===== config.mk =====
export PLATFORM = sky130hd
export DESIGN_NAME = tw_reg_slave
export DESIGN_NICKNAME = d
export VERILOG_FILES = /design/src/rtl/tw_pkg.sv /design/src/rtl/tw_sync.sv /design/src/rtl/tw_regfile.sv /design/src/rtl/tw_frame.sv /design/src/rtl/tw_reg_slave.sv
export SDC_FILE = /design/constraint.sdc
export NUM_CORES = 1
export LEC_CHECK = 0
export BUFFER_PORTS_ARGS = -buffer_cell sky130_fd_sc_hd__buf_2
export CORE_MARGIN = 4
export CORE_UTILIZATION = 59
export CTS_BUF_LIST = sky130_fd_sc_hd__clkbuf_2 sky130_fd_sc_hd__clkbuf_4 sky130_fd_sc_hd__clkbuf_8
export CTS_CLUSTER_SIZE = 10
export DETAILED_ROUTE_END_ITERATION = 10
export PLACE_DENSITY = 0.78
export SYNTH_ARGS = -nofsm -noshare
export SYNTH_HDL_FRONTEND = slang
export SYNTH_HIERARCHICAL = 1
export SYNTH_SLANG_ARGS = --single-unit

===== constraint.sdc =====
create_clock -name clk -period 2.9 [get_ports clk]
set_clock_uncertainty 0.1 [all_clocks]
set_input_delay 0.29 -clock clk [delete_from_list [all_inputs] [get_ports clk]]
set_output_delay 0.29 -clock clk [all_outputs]
set_load 0.005 [all_outputs]

===== src/rtl/tw_pkg.sv =====
package tw_pkg;
  localparam int BYTE_W    = 8;
  localparam int ADDR_W    = BYTE_W - 1;
  localparam int FRAME_LEN = 2 * BYTE_W;
  localparam int CNT_W     = $clog2(FRAME_LEN + 1);
  localparam int NUM_REGS  = 1 << ADDR_W;
endpackage


===== src/rtl/tw_sync.sv =====
module tw_sync #(
  parameter int       STAGES  = 2,
  parameter int       W       = 1,
  parameter logic [W-1:0] RST_VAL = '0
) (
  input  logic         clk,
  input  logic         rst,
  input  logic [W-1:0] d,
  output logic [W-1:0] q
);
  logic [W-1:0] stage [STAGES];

  always_ff @(posedge clk) begin
    if (rst) stage[0] <= RST_VAL;
    else     stage[0] <= d;
  end

  for (genvar i = 1; i < STAGES; i++) begin : g_chain
    always_ff @(posedge clk) begin
      if (rst) stage[i] <= RST_VAL;
      else     stage[i] <= stage[i-1];
    end
  end

  assign q = stage[STAGES-1];
endmodule


===== src/rtl/tw_regfile.sv =====
module tw_regfile #(
  parameter int AW = 7,
  parameter int DW = 8
) (
  input  logic          clk,
  input  logic          we,
  input  logic [AW-1:0] waddr,
  input  logic [DW-1:0] wdata,
  input  logic [AW-1:0] raddr,
  output logic [DW-1:0] rdata,
  input  logic [AW-1:0] laddr,
  output logic [DW-1:0] ldata
);
  localparam int DEPTH = 1 << AW;
  logic [DW-1:0] mem [DEPTH];

  always_ff @(posedge clk) begin
    if (we) mem[waddr] <= wdata;
  end

  always_ff @(posedge clk) begin
    rdata <= mem[raddr];
    ldata <= mem[laddr];
  end
endmodule


===== src/rtl/tw_frame.sv =====
module tw_frame
  import tw_pkg::*;
(
  input  logic              clk,
  input  logic              rst,
  input  logic              cs_s,
  input  logic              sclk_s,
  input  logic              sdi_s,
  output logic [ADDR_W-1:0] rd_addr,
  input  logic [BYTE_W-1:0] rd_data,
  output logic              sdo,
  output logic              sdo_oe,
  output logic              wr_stb,
  output logic [ADDR_W-1:0] wr_addr,
  output logic [BYTE_W-1:0] wr_data
);
  localparam logic [CNT_W-1:0] CNT_ADDR_DONE = CNT_W'(BYTE_W);
  localparam logic [CNT_W-1:0] CNT_LAST_ADDR = CNT_W'(BYTE_W - 1);
  localparam logic [CNT_W-1:0] CNT_LAST      = CNT_W'(FRAME_LEN - 1);
  localparam logic [CNT_W-1:0] CNT_FULL      = CNT_W'(FRAME_LEN);

  logic              sclk_q;
  logic              rise, fall;
  logic [CNT_W-1:0]  cnt;
  logic [BYTE_W-2:0] shreg;
  logic [BYTE_W-1:0] in_byte;
  logic [ADDR_W-1:0] addr_q;
  logic              is_rd;
  logic [1:0]        load_pend;
  logic [BYTE_W-1:0] tx;
  logic              in_data_slot;

  always_ff @(posedge clk) begin
    if (rst) sclk_q <= 1'b0;
    else     sclk_q <= sclk_s;
  end

  assign rise         = sclk_s & ~sclk_q;
  assign fall         = ~sclk_s & sclk_q;
  assign in_byte      = {shreg, sdi_s};
  assign in_data_slot = (cnt >= CNT_ADDR_DONE) && (cnt <= CNT_LAST);
  assign rd_addr      = addr_q;

  always_ff @(posedge clk) begin
    if (rst) begin
      cnt       <= '0;
      shreg     <= '0;
      addr_q    <= '0;
      is_rd     <= 1'b0;
      load_pend <= '0;
      tx        <= '0;
      sdo       <= 1'b0;
      sdo_oe    <= 1'b0;
      wr_stb    <= 1'b0;
      wr_addr   <= '0;
      wr_data   <= '0;
    end else begin
      wr_stb <= 1'b0;
      if (cs_s) begin
        cnt       <= '0;
        load_pend <= '0;
        sdo_oe    <= 1'b0;
      end else begin
        load_pend <= {load_pend[0], 1'b0};
        if (load_pend[1]) tx <= rd_data;

        if (rise && cnt != CNT_FULL) begin
          shreg <= in_byte[BYTE_W-2:0];
          cnt   <= cnt + 1'b1;
          if (cnt == CNT_LAST_ADDR) begin
            is_rd        <= shreg[BYTE_W-2];
            addr_q       <= in_byte[ADDR_W-1:0];
            load_pend[0] <= shreg[BYTE_W-2];
          end
          if (cnt == CNT_LAST && !is_rd) begin
            wr_stb  <= 1'b1;
            wr_addr <= addr_q;
            wr_data <= in_byte;
          end
        end

        if (fall) begin
          if (is_rd && in_data_slot) begin
            sdo    <= tx[BYTE_W-1];
            tx     <= {tx[BYTE_W-2:0], 1'b0};
            sdo_oe <= 1'b1;
          end else begin
            sdo_oe <= 1'b0;
          end
        end
      end
    end
  end


  wr_pulse_chk: assert property (@(posedge clk) disable iff (rst)
    wr_stb |=> !wr_stb);


  wr_full_frame_chk: assert property (@(posedge clk) disable iff (rst)
    wr_stb |-> (cnt == CNT_FULL && !is_rd));


  oe_read_only_chk: assert property (@(posedge clk) disable iff (rst)
    sdo_oe |-> (is_rd && cnt >= CNT_ADDR_DONE));


  oe_release_chk: assert property (@(posedge clk) disable iff (rst)
    cs_s |=> !sdo_oe);


  bit_cap_chk: assert property (@(posedge clk) disable iff (rst)
    cnt <= CNT_FULL);


  cnt_hold_chk: assert property (@(posedge clk) disable iff (rst)
    (cnt == CNT_FULL && !cs_s) |=> (cnt == CNT_FULL || cs_s));
endmodule


===== src/rtl/tw_reg_slave.sv =====
module tw_reg_slave
  import tw_pkg::*;
#(
  parameter int SYNC_STAGES = 2
) (
  input  logic              clk,
  input  logic              rst,
  input  logic              cs_n,
  input  logic              sclk,
  input  logic              sdi,
  output logic              sdo,
  output logic              sdo_oe,
  output logic              wr_stb,
  output logic [ADDR_W-1:0] wr_addr,
  output logic [BYTE_W-1:0] wr_data,
  input  logic [ADDR_W-1:0] lookup_addr,
  output logic [BYTE_W-1:0] lookup_data
);
  localparam int NSIG = 3;

  logic [NSIG-1:0]   pins_raw, pins_s;
  logic [ADDR_W-1:0] rd_addr;
  logic [BYTE_W-1:0] rd_data;

  assign pins_raw = {cs_n, sclk, sdi};

  tw_sync #(
    .STAGES  (SYNC_STAGES),
    .W       (NSIG),
    .RST_VAL (3'b100)
  ) u_sync (
    .clk (clk),
    .rst (rst),
    .d   (pins_raw),
    .q   (pins_s)
  );

  tw_frame u_frame (
    .clk     (clk),
    .rst     (rst),
    .cs_s    (pins_s[2]),
    .sclk_s  (pins_s[1]),
    .sdi_s   (pins_s[0]),
    .rd_addr (rd_addr),
    .rd_data (rd_data),
    .sdo     (sdo),
    .sdo_oe  (sdo_oe),
    .wr_stb  (wr_stb),
    .wr_addr (wr_addr),
    .wr_data (wr_data)
  );

  tw_regfile #(
    .AW (ADDR_W),
    .DW (BYTE_W)
  ) u_regs (
    .clk   (clk),
    .we    (wr_stb),
    .waddr (wr_addr),
    .wdata (wr_data),
    .raddr (rd_addr),
    .rdata (rd_data),
    .laddr (lookup_addr),
    .ldata (lookup_data)
  );
endmodule


After elaboration in Yosys (flattened, before gate mapping)
Memory sizes are Yosys's and may differ from the RTL's. A register that Yosys moved wholly into a read port is not among the register bits. Index checks and enable logic that the tools add are counted.

Add/sub/neg operators: 1. Magnitude comparators: 2. Eq/ne operators: 3. Muxes and demuxes: 12. Bitwise operators: 9. Reductions and logical operators: 12.

Operator list (number): 8-bit two-way mux (3); 3-bit AND reduction (3); 1-bit two-way mux (7); 3-bit two-way mux (2); 5-bit by 1-bit adder with 5-bit output, second input constant (1); 5-bit by 3-bit equality test with 1-bit output, second input constant (1); 5-bit by 4-bit equality test with 1-bit output, second input constant (1); 5-bit by 4-bit greater-or-equal comparator with 1-bit output, second input constant (1); 5-bit by 4-bit <= comparator with 1-bit output, second input constant (1); 5-bit != test, second input constant (1); 1-bit inverter (5); 1-bit logical AND (4); 4-bit OR reduction (1); 3-bit OR reduction (1); 1-bit bitwise AND (2); 1-bit bitwise OR (2); 2-bit AND reduction (1); 2-bit OR reduction (1); 1-bit logical NOT (1).

Bits in registers: 49. Memory bits (writable): 1030. Output and inout bits: 26. Word-level logic and storage cells: 54. Memories kept: 2.

Memory list: u_regs.mem (words 128, width 8, read ports 2, clocked after Yosys merged registers in 2, write ports 1, line tw_regfile.sv:15) `logic [DW-1:0] mem [DEPTH];`; u_sync.stage (words 2, width 3, read ports 2, clocked after Yosys merged registers in 0, write ports 2, line tw_sync.sv:11) `logic [W-1:0] stage [STAGES];`.

Depth between registers and ports, before layout
Gate-level depths: netlist of run 1.

Word-level depth: 5. Mapped depth: 7.

By module
The synthesis of run 1 kept the hierarchy.

Modules (own cells, without submodules): tw_regfile (instances 1, cells an instance 2063, area each 47848.4 um2, seq. area each 31069.8 um2); tw_frame (instances 1, cells an instance 224, area each 2219.6 um2, seq. area each 980.9 um2); tw_sync (instances 1, cells an instance 12, area each 157.7 um2, seq. area each 120.1 um2).

Worst setup path after synthesis of run 1
OpenSTA, ideal clock, no wires.

Path type: reg-to-reg. Start point: reg u_frame.addr_q[0], in the netlist u_frame/rd_addr[0]. End point: reg u_regs.rdata[0], read port of u_regs.mem. Arrival time: 2699 ps. Required time: 2679 ps. Slack: -20 ps. Cell stages (with the launch flop): 7. Path buffers: 2. Clock period less this slack: 2920 ps. Cell sequence: dfxtp_1 -> clkbuf_1 -> buf_1 -> mux4_2 -> mux4_2 -> mux4_2 -> mux2_2.

RTL lines: from (decl) (line tw_frame.sv:27) `logic [ADDR_W-1:0] addr_q;`; from (signal assigned) (line tw_frame.sv:72) `addr_q <= in_byte[ADDR_W-1:0];`; to (decl) (line tw_regfile.sv:10) `output logic [DW-1:0] rdata,`.

==> metrics.md, run 1 <==
| Metric | Value |
|---|---|
| Status | finished with violations |
| Failing checks | negative setup slack |
| First drt pass iteration count | 6 |
| Maximum VDD drop | between 300 and 400 uV |
| Post-synth EDFFs | just over 1,000 |
| Peak Freq | ~330 MHz |
| Post-Synth Adder-Cell Area | 0.000747 |
| CTS tree | built |
| Cells on Worst Hold Path | 3 |
| Synth-to-layout area growth | 15.0% |
| Most frequent cell on the critical path | mux4_2 |
| Yosys cell types | 41 |
| Flop pwr share | 0.555 |
| Xor and xnor area share after synthesis | 0 |
| # setup viols final | 8 |
| Most common cell in the synthesized netlist | edfxtp_1 |
| Commonest cells post-synth | 1,024 x edfxtp_1, 672 x mux4_2, 124 x nor2_1, 85 x clkbuf_1, 71 x dfxtp_1 |
| Final Hold Fails | 0 |
| Largest family of logic cells by synthesized area | multiplexers |
| Sink Count | 1,095 |
| Crit path largest cell delay | around 0.54 ns |
| Slew @ Worst Pin | 1.25 ns |
| Synthesized area per cell | between 20 and 25 um^2 |
| Fillers | approximately 5,000 |
| Vias | 27,900 |
| I/O Pins | 38 |
| Final worst slack | -0.135 ns |
| Detailed Place HPWL | approximately 90 mm |
| Cts bufs inserted | 171 |
| Initial antenna violation count | 7 |
| H-tree depth | 4 |
| Die height | 300 um |
| HP Class | input port to register |
| Cells after Synth | approximately 2,300 |
| Die width | ~300 um |
| Switch Pwr | around 6.4 mW |
| Crit path launch type | register |
| Syn. warnings | 6 |
| Syn Std Cell Area | between 50,000 and 60,000 um^2 |
| Worst relative slew slack | 0.144 |
| FP Rows | between 100 and 150 |
| CP required | about 3.5 ns |
| Post-synthesis mux area share | 0.311 |
| Setup CP Type | register to register |
| Nets | between 2,000 and 3,000 |
| CP Capture Type | register |
| Final Cycle Share | 1.05 |
| Max FO, Critical Path | 14 |
| Clock Power Share | 0.424 |
| Gpl congestion | slightly above 0.9 |
| Area contributors post-synth | edfxtp_1 61%, mux4_2 30%, dfxtp_1 2.8%, nor2_1 0.93%, mux2i_1 0.64% |
| Post-synthesis simple-gate area fraction | 0.0248 |
| Vias in the first global route | between 20,000 and 30,000 |
| Max Cap Viol | 0 |
| Leak | 15.2 nW |
| FF+latch count, synth | between 1,000 and 1,500 |
| Initial core utilization | 0.598 |
| Sw frac | 0.208 |
| First-pass GRT wire length | 195 mm |
| Worst hold slack | roughly 0.10 ns |
| Iter 0 DRT Violations | roughly 4,300 |
| Detail Route Antenna Nets | 0 |
| Post-DR wirelength/cell | 34.3 um |
| Via density | 7.13 |
| Ratio of cells with drive above 1 in the final layout | 0.474 |
| Slew Viols, Final | 0 |
| Die area | 89,900 um^2 |
| Synth Flop Type | edfxtp_1 |
| Final Util | 0.688 |
| Sequential-to-total area share from yosys stat | 0.641 |
| Final Critical Period | 3.04 ns |
| Post-synth ARST share | 0 |
| Grt total ovfl | 0 |
| Combinational power share | 0.021 |
| Syn_nets | ~2,300 |
| Crit-path cells | buf_12 > buf_12 > buf_16 > mux4_2 > mux4_2 > mux4_2 > mux2_2 |
| Int Pwr | roughly 24 mW |
| Residual DRC | 0 |
| Reg clk slew, reported paths | ~0.060 ns |
| Cell taking the most area after synthesis | edfxtp_1 |
| Yosys top cell area share | 0.612 |
| PD cells | 531 nW/um^2 |
| CTS max path bufs | 3 |
| Core area | 84,000 um^2 |
| Clock latency on the worst-skew pair | 0.83 ns |
| WL final | ~130 mm |
| Reg2Reg Depth | 7 |
| Arr. time, crit path | 3.65 ns |
| Global Route Usage Sum | 0.304 |
| CTS Root Cell | clkbuf_8 |
| I/O Buffers | 37 |
| Complex-gate fraction of the synthesized area | 0.00528 |
| Unrepaired setup endpoints after global routing | yes |
| Crit-path slowest cell | mux4_2 |
| Pin count of the biggest net entering global routing | a little over 80 |
## path summary, 6_finish.rpt
path | start | to | slack, ns
setup / recovery | u_frame/rd_addr[0]$_SDFFE_PP0P_ | u_regs/rdata[2]$_DFF_P_ | -0.14
hold / removal | lookup_addr[6] | u_regs/ldata[4]$_DFF_P_ | 0.10
setup reg to reg | u_frame/rd_addr[0]$_SDFFE_PP0P_ | u_regs/rdata[2]$_DFF_P_ | -0.14
hold reg to reg | u_sync/stage[0][2]$_SDFF_PP1_ | u_sync/stage[1][2]$_SDFF_PP1_ | 0.32
## state kept, by name, summed over array words and instances (netlist names), 2 cells and up
name,flops
u_regs/rdata,8
u_regs/ldata,8
u_frame/cnt,5
u_frame/load_pend,2
u_frame/tx,8
u_frame/rd_addr,7
u_frame/shreg,7
u_frame/wr_addr,7
u_regs/mem,1024
u_sync/stage,6
u_frame/wr_data,8
## stage by stage
step | power (mW) | cells | setup slack [ns] | setup TNS [ns] | area [um^2]
2_1_floorplan | 17.8 | 2299 | 0.00541 | 0 | 50200
6_report | 30.7 | 3911 | -0.135 | -0.839 | 57700
3_3_place_gp | 18.0 | 3572 | -0.0998 | -1.05 | 54000
4_1_cts | 30.9 | 3895 | -0.107 | -0.743 | 57600
3_5_place_dp | 18.0 | 3572 | -0.132 | -1.38 | 54000
5_1_grt | 31.7 | 3906 | -0.152 | -1.06 | 57700
## power by group through the flow
stage                     Combinational (mW)  Sequential (mW)  Clock, mW
after floorplan                        0.414             17.3          0
after global placement                 0.634             17.3          0
after detailed placement               0.640             17.3          0
after CTS                              0.650             17.0       13.2
after global routing                   0.678             17.0       14.0
final                                  0.646             17.0       13.0
## critical path: cells and delay by family (launching register included)
kind	cells	cell delay (ns)
flip-flops	1	0.40
multiplexers	4	1.87
buffers and inverters	3	0.52
## placed cells by master, fill, tap and decap left out, types with 5 or more instances in the layout
master / Yosys / layout
or4_1: 9 / 9
clkinv_2: 0 / 16
o31ai_1: 7 / 7
dfxtp_4: 0 / 12
diode_2: 0 / 9
buf_12: 0 / 62
clkbuf_4: 0 / 69
buf_16: 0 / 5
mux4_2: 672 / 672
nor3_1: 9 / 9
clkbuf_8: 0 / 174
mux2_2: 16 / 14
edfxtp_1: 1024 / 1024
inv_8: 0 / 7
dfxtp_1: 71 / 59
bufinv_16: 0 / 5
nor2_1: 124 / 124
a21oi_1: 13 / 13
buf_2: 26 / 33
clkinv_1: 0 / 33
mux2i_1: 32 / 32
nor2b_1: 15 / 15
inv_1: 5 / 5
nand2b_1: 37 / 37
dlygate4sd3_1: 0 / 8
nand2_1: 16 / 16
buf_4: 27 / 224
nand3_1: 22 / 22
a32o_1: 7 / 7
o21ai_0: 12 / 12
## cells by family after synthesis
group                    after synthesis
adder cells (fa/ha/maj)                3
multiplexers                         720
buffers and inverters                186
flip-flops                          1095
AO/OA/AOI/OAI                         41
AND/OR/NAND/NOR                      254
## repair_timing
action,4_1_cts,5_1_grt
hold endpoints to repair,22,0
hold buffers,8,0
resized for setup,9,6
buffers inserted,3,6
cloned,1,3
setup endpoints to repair,8,8
## layer usage
metal,GRT usage,vias to the layer above,part of all wire
met1,0.428,14600,0.35
li1,-,10800,-
met3,0.0942,310,0.14
met2,0.464,2102,0.48
met4,0.105,4,0.035
met5,0,-,0.00020
## area by class of cell
cell class                      instances  area (um^2)  share of cell area
Multi-Input combinational cell       1018        17200               0.298
Clock inverter                         68          514             0.00891
Antenna cell                            9         22.5            0.000390
Sequential cell                      1095        32200               0.558
Inverter                                5         18.8            0.000325
Tap cell                             1134         1420              0.0246
Timing Repair Buffer                  339         3440              0.0595
Clock buffer                          243         2910              0.0505
(Power assumes the default switching activity.)
==> inputs of run 2 (changes only) <==
--- a/config.mk
+++ b/config.mk
@@ -11,6 +11,7 @@
 export CTS_BUF_LIST = sky130_fd_sc_hd__clkbuf_2 sky130_fd_sc_hd__clkbuf_4 sky130_fd_sc_hd__clkbuf_8
 export CTS_CLUSTER_SIZE = 10
 export DETAILED_ROUTE_END_ITERATION = 10
+export MAX_ROUTING_LAYER = met4
 export PLACE_DENSITY = 0.78
 export SYNTH_ARGS = -nofsm -noshare
 export SYNTH_HDL_FRONTEND = slang
==> metrics.md, run 2 (same netlist as run 1, synthesis figures left out) <==
| Metric | Value |
|---|---|
| I/O Buffers | 37 (unchanged) |
| Placed Cells | 3,588 (+0.45%) |
| H-tree depth | 4 (unchanged) |
| Setup CP Type | register to register |
| CP Capture Type | register |
| Final Util | 0.690 (+0.00249) |
| Number of flip-flops in the largest register | 1,024 (unchanged) |
| Cts bufs inserted | 174 (+1.8%) |
| CP required | 3.52 ns (about the same) |
| Reg2Reg Depth | 7 (unchanged) |
| Die width | 300 um (unchanged) |
| Vias in the first global route | 28,800 (+0.93%) |
| Via density | 7.15 (+0.34%) |
| Max Cap Viol | 0 (unchanged) |
| Commonest non-fill, non-tap cell in the layout | edfxtp_1 |
| Vias | 28,100 (+0.91%) |
| Pre-CTS setup slack | -0.232 ns (-0.101 ns) |
| Core area | 84,000 um^2 (unchanged) |
| Hold Crit Endpoint | u_regs/ldata[3]$_DFF_P_ |
| Detail Route Antenna Nets | 0 (unchanged) |
| Die height | 300 um (unchanged) |
| Slew Viols, Final | 0 (unchanged) |
| Unrepaired setup endpoints after global routing | yes |
| Residual DRC | 0 (unchanged) |
| Final Cycle Share | 1.06 (+0.0125) |
| Failing checks | negative setup slack |
| Grt total ovfl | 0 (unchanged) |
| I/O Pins | 38 (unchanged) |
| Fin cells | 3,933 (+0.56%) |
| Design area | 57,900 um^2 (+0.36%) |
| Initial core utilization | 0.598 (unchanged) |
| Status | finished with violations |
| Detailed Place HPWL | 91.0 mm (+3.2%) |
| Final setup TNS | -1.19 ns (-0.355 ns) |
| Iter 0 DRT Violations | 4,028 (-6.3%) |
| Maximum VDD drop | 449 uV (+42%) |
| Slew @ Worst Pin | 1.12 ns (-0.132 ns) |
| Clock latency on the worst-skew pair | 0.84 ns (about the same) |
| CTS tree | built |
| Final Critical Period | 3.07 ns (+0.0361 ns) |
| Cells on Worst Hold Path | 3 (unchanged) |
| Commonest cells after routing, fill and taps aside | 1,024 x edfxtp_1, 672 x mux4_2, 238 x buf_4, 184 x clkbuf_8, 124 x nor2_1 |
| # setup viols final | 8 (unchanged) |
| Dpl cell area | 54,100 um^2 (+0.25%) |
| HP Class | input port to register |
| Biggest register | u_regs/mem |
| Pwr Total | 30.7 mW (+0.19%) |
| Sink Count | 1,095 (unchanged) |
| Ratio of cells with drive above 1 in the final layout | 0.476 (+0.00147) |
| Nets | 2,667 (+0.83%) |
| Initial antenna violation count | 8 (+1) |
| Worst hold slack | 0.145 ns (+0.0438 ns) |
| Final Hold Fails | 0 (unchanged) |
| Arr. time, crit path | 3.69 ns (+0.04 ns) |
| WL final | 137 mm (+2.3%) |
| Gpl congestion | 0.956 (+2.8%) |
| Peak Freq | 326 MHz (-1.2%) |
| Register-to-register setup slack | -0.17 ns (-0.04 ns) |
| CTS Root Cell | clkbuf_8 |
| First drt pass iteration count | 6 (unchanged) |
| Leak | 15.3 nW (+0.70%) |
| R2r startpoint | u_frame/rd_addr[0]$_SDFFE_PP0P_ |
| Pin count of the biggest net entering global routing | 82 (-1.2%) |
| First-pass GRT wire length | 199 mm (+1.9%) |
| Synth-to-layout area growth | 15.4% |
| Crit Reg-Reg Endpoint | u_regs/rdata[1]$_DFF_P_ |
| Worst hold start | lookup_addr[6] |
| Die area | 89,900 um^2 (unchanged) |
| Global Route Usage Sum | 0.322 (+0.0173) |
| PD cells | 530 nW/um^2 (-0.17%) |
| Post-DR wirelength/cell | 34.9 um (+1.7%) |
| Crit path launch type | register |
| FP Rows | 106 (unchanged) |
| Final worst slack | -0.171 ns (-0.0361 ns) |
| Reg clk slew, reported paths | 0.06 ns (about the same) |
| Max FO, Critical Path | 8 (-6) |
| Worst relative slew slack | 0.234 (+0.0904) |
| CTS max path bufs | 3 (unchanged) |
-- run 2: cell types whose count changed in the layout (fill, tap and decap cells not counted), sizes merged --
| cell | change |
|---|---|
| clkinvlp | +2 |
| dlygate4sd3 | +1 |
| diode | -1 |
| inv | -5 |
| clkinv | +12 |
| clkbuf | -7 |
| buf | +20 |
-- run 2: how the worst max path moves through the flow --
| stage | start | end | slack, ns |
|---|---|---|---|
| floorplan | lookup_addr[0] | u_regs/ldata[0]$_DFF_P_ | 0.005 |
| global placement | lookup_addr[0] | u_regs/ldata[3]$_DFF_P_ | -0.20 |
| detailed placement | lookup_addr[0] | u_regs/ldata[3]$_DFF_P_ | -0.23 |
| CTS | u_frame/rd_addr[0]$_SDFFE_PP0P_ | u_regs/rdata[3]$_DFF_P_ | -0.14 |
| global route | u_frame/rd_addr[0]$_SDFFE_PP0P_ | u_regs/rdata[3]$_DFF_P_ | -0.19 |
| finish | u_frame/rd_addr[0]$_SDFFE_PP0P_ | u_regs/rdata[1]$_DFF_P_ | -0.17 |
-- run 2: cell type report --
| cell class | count | area [um^2] |
|---|---|---|
| sequential | 1095 | 32200 |
| fill | 5017 | 26000 |
| multi-input combinational | 1018 | 17200 |
| timing repair buffer | 358 | 3620 |
| clock buffer | 238 | 2940 |
| tap | 1134 | 1420 |
| clock inverter | 77 | 505 |
| antenna | 8 | 20.0 |
| inverter | 5 | 18.8 |
-- run 2: worst max-delay path, stage by stage, from the launching register on --
cell,delay (ns)
dfxtp_4,0.38
buf_12,0.22
buf_16,0.16
buf_12,0.14
mux4_2,0.57
mux4_2,0.54
mux4_2,0.52
mux2_2,0.29
-- run 2: layer usage --
metal | vias to the layer above | GRT usage | part of all wire
li1 | 10900 | - | -
met1 | 14700 | 0.423 | 0.34
met2 | 2165 | 0.471 | 0.47
met3 | 354 | 0.108 | 0.14
met4 | 0 | 0.131 | 0.044
met5 | - | - | 0
-- run 2: repair_timing --
item,CTS,global route
cloned,3,1
resized for setup,19,1
setup endpoints to repair,8,8
hold buffers,9,0
buffers inserted,11,0
endpoints found under the hold margin,23,0
-- run 2: power by group --
group          leakage [nW]  switching (mW)  internal (mW)  total [mW]
Clock                  1.82            6.04           7.02        13.1
Combinational          5.20           0.348          0.315       0.663
Sequential             8.26         0.00501           17.0        17.0
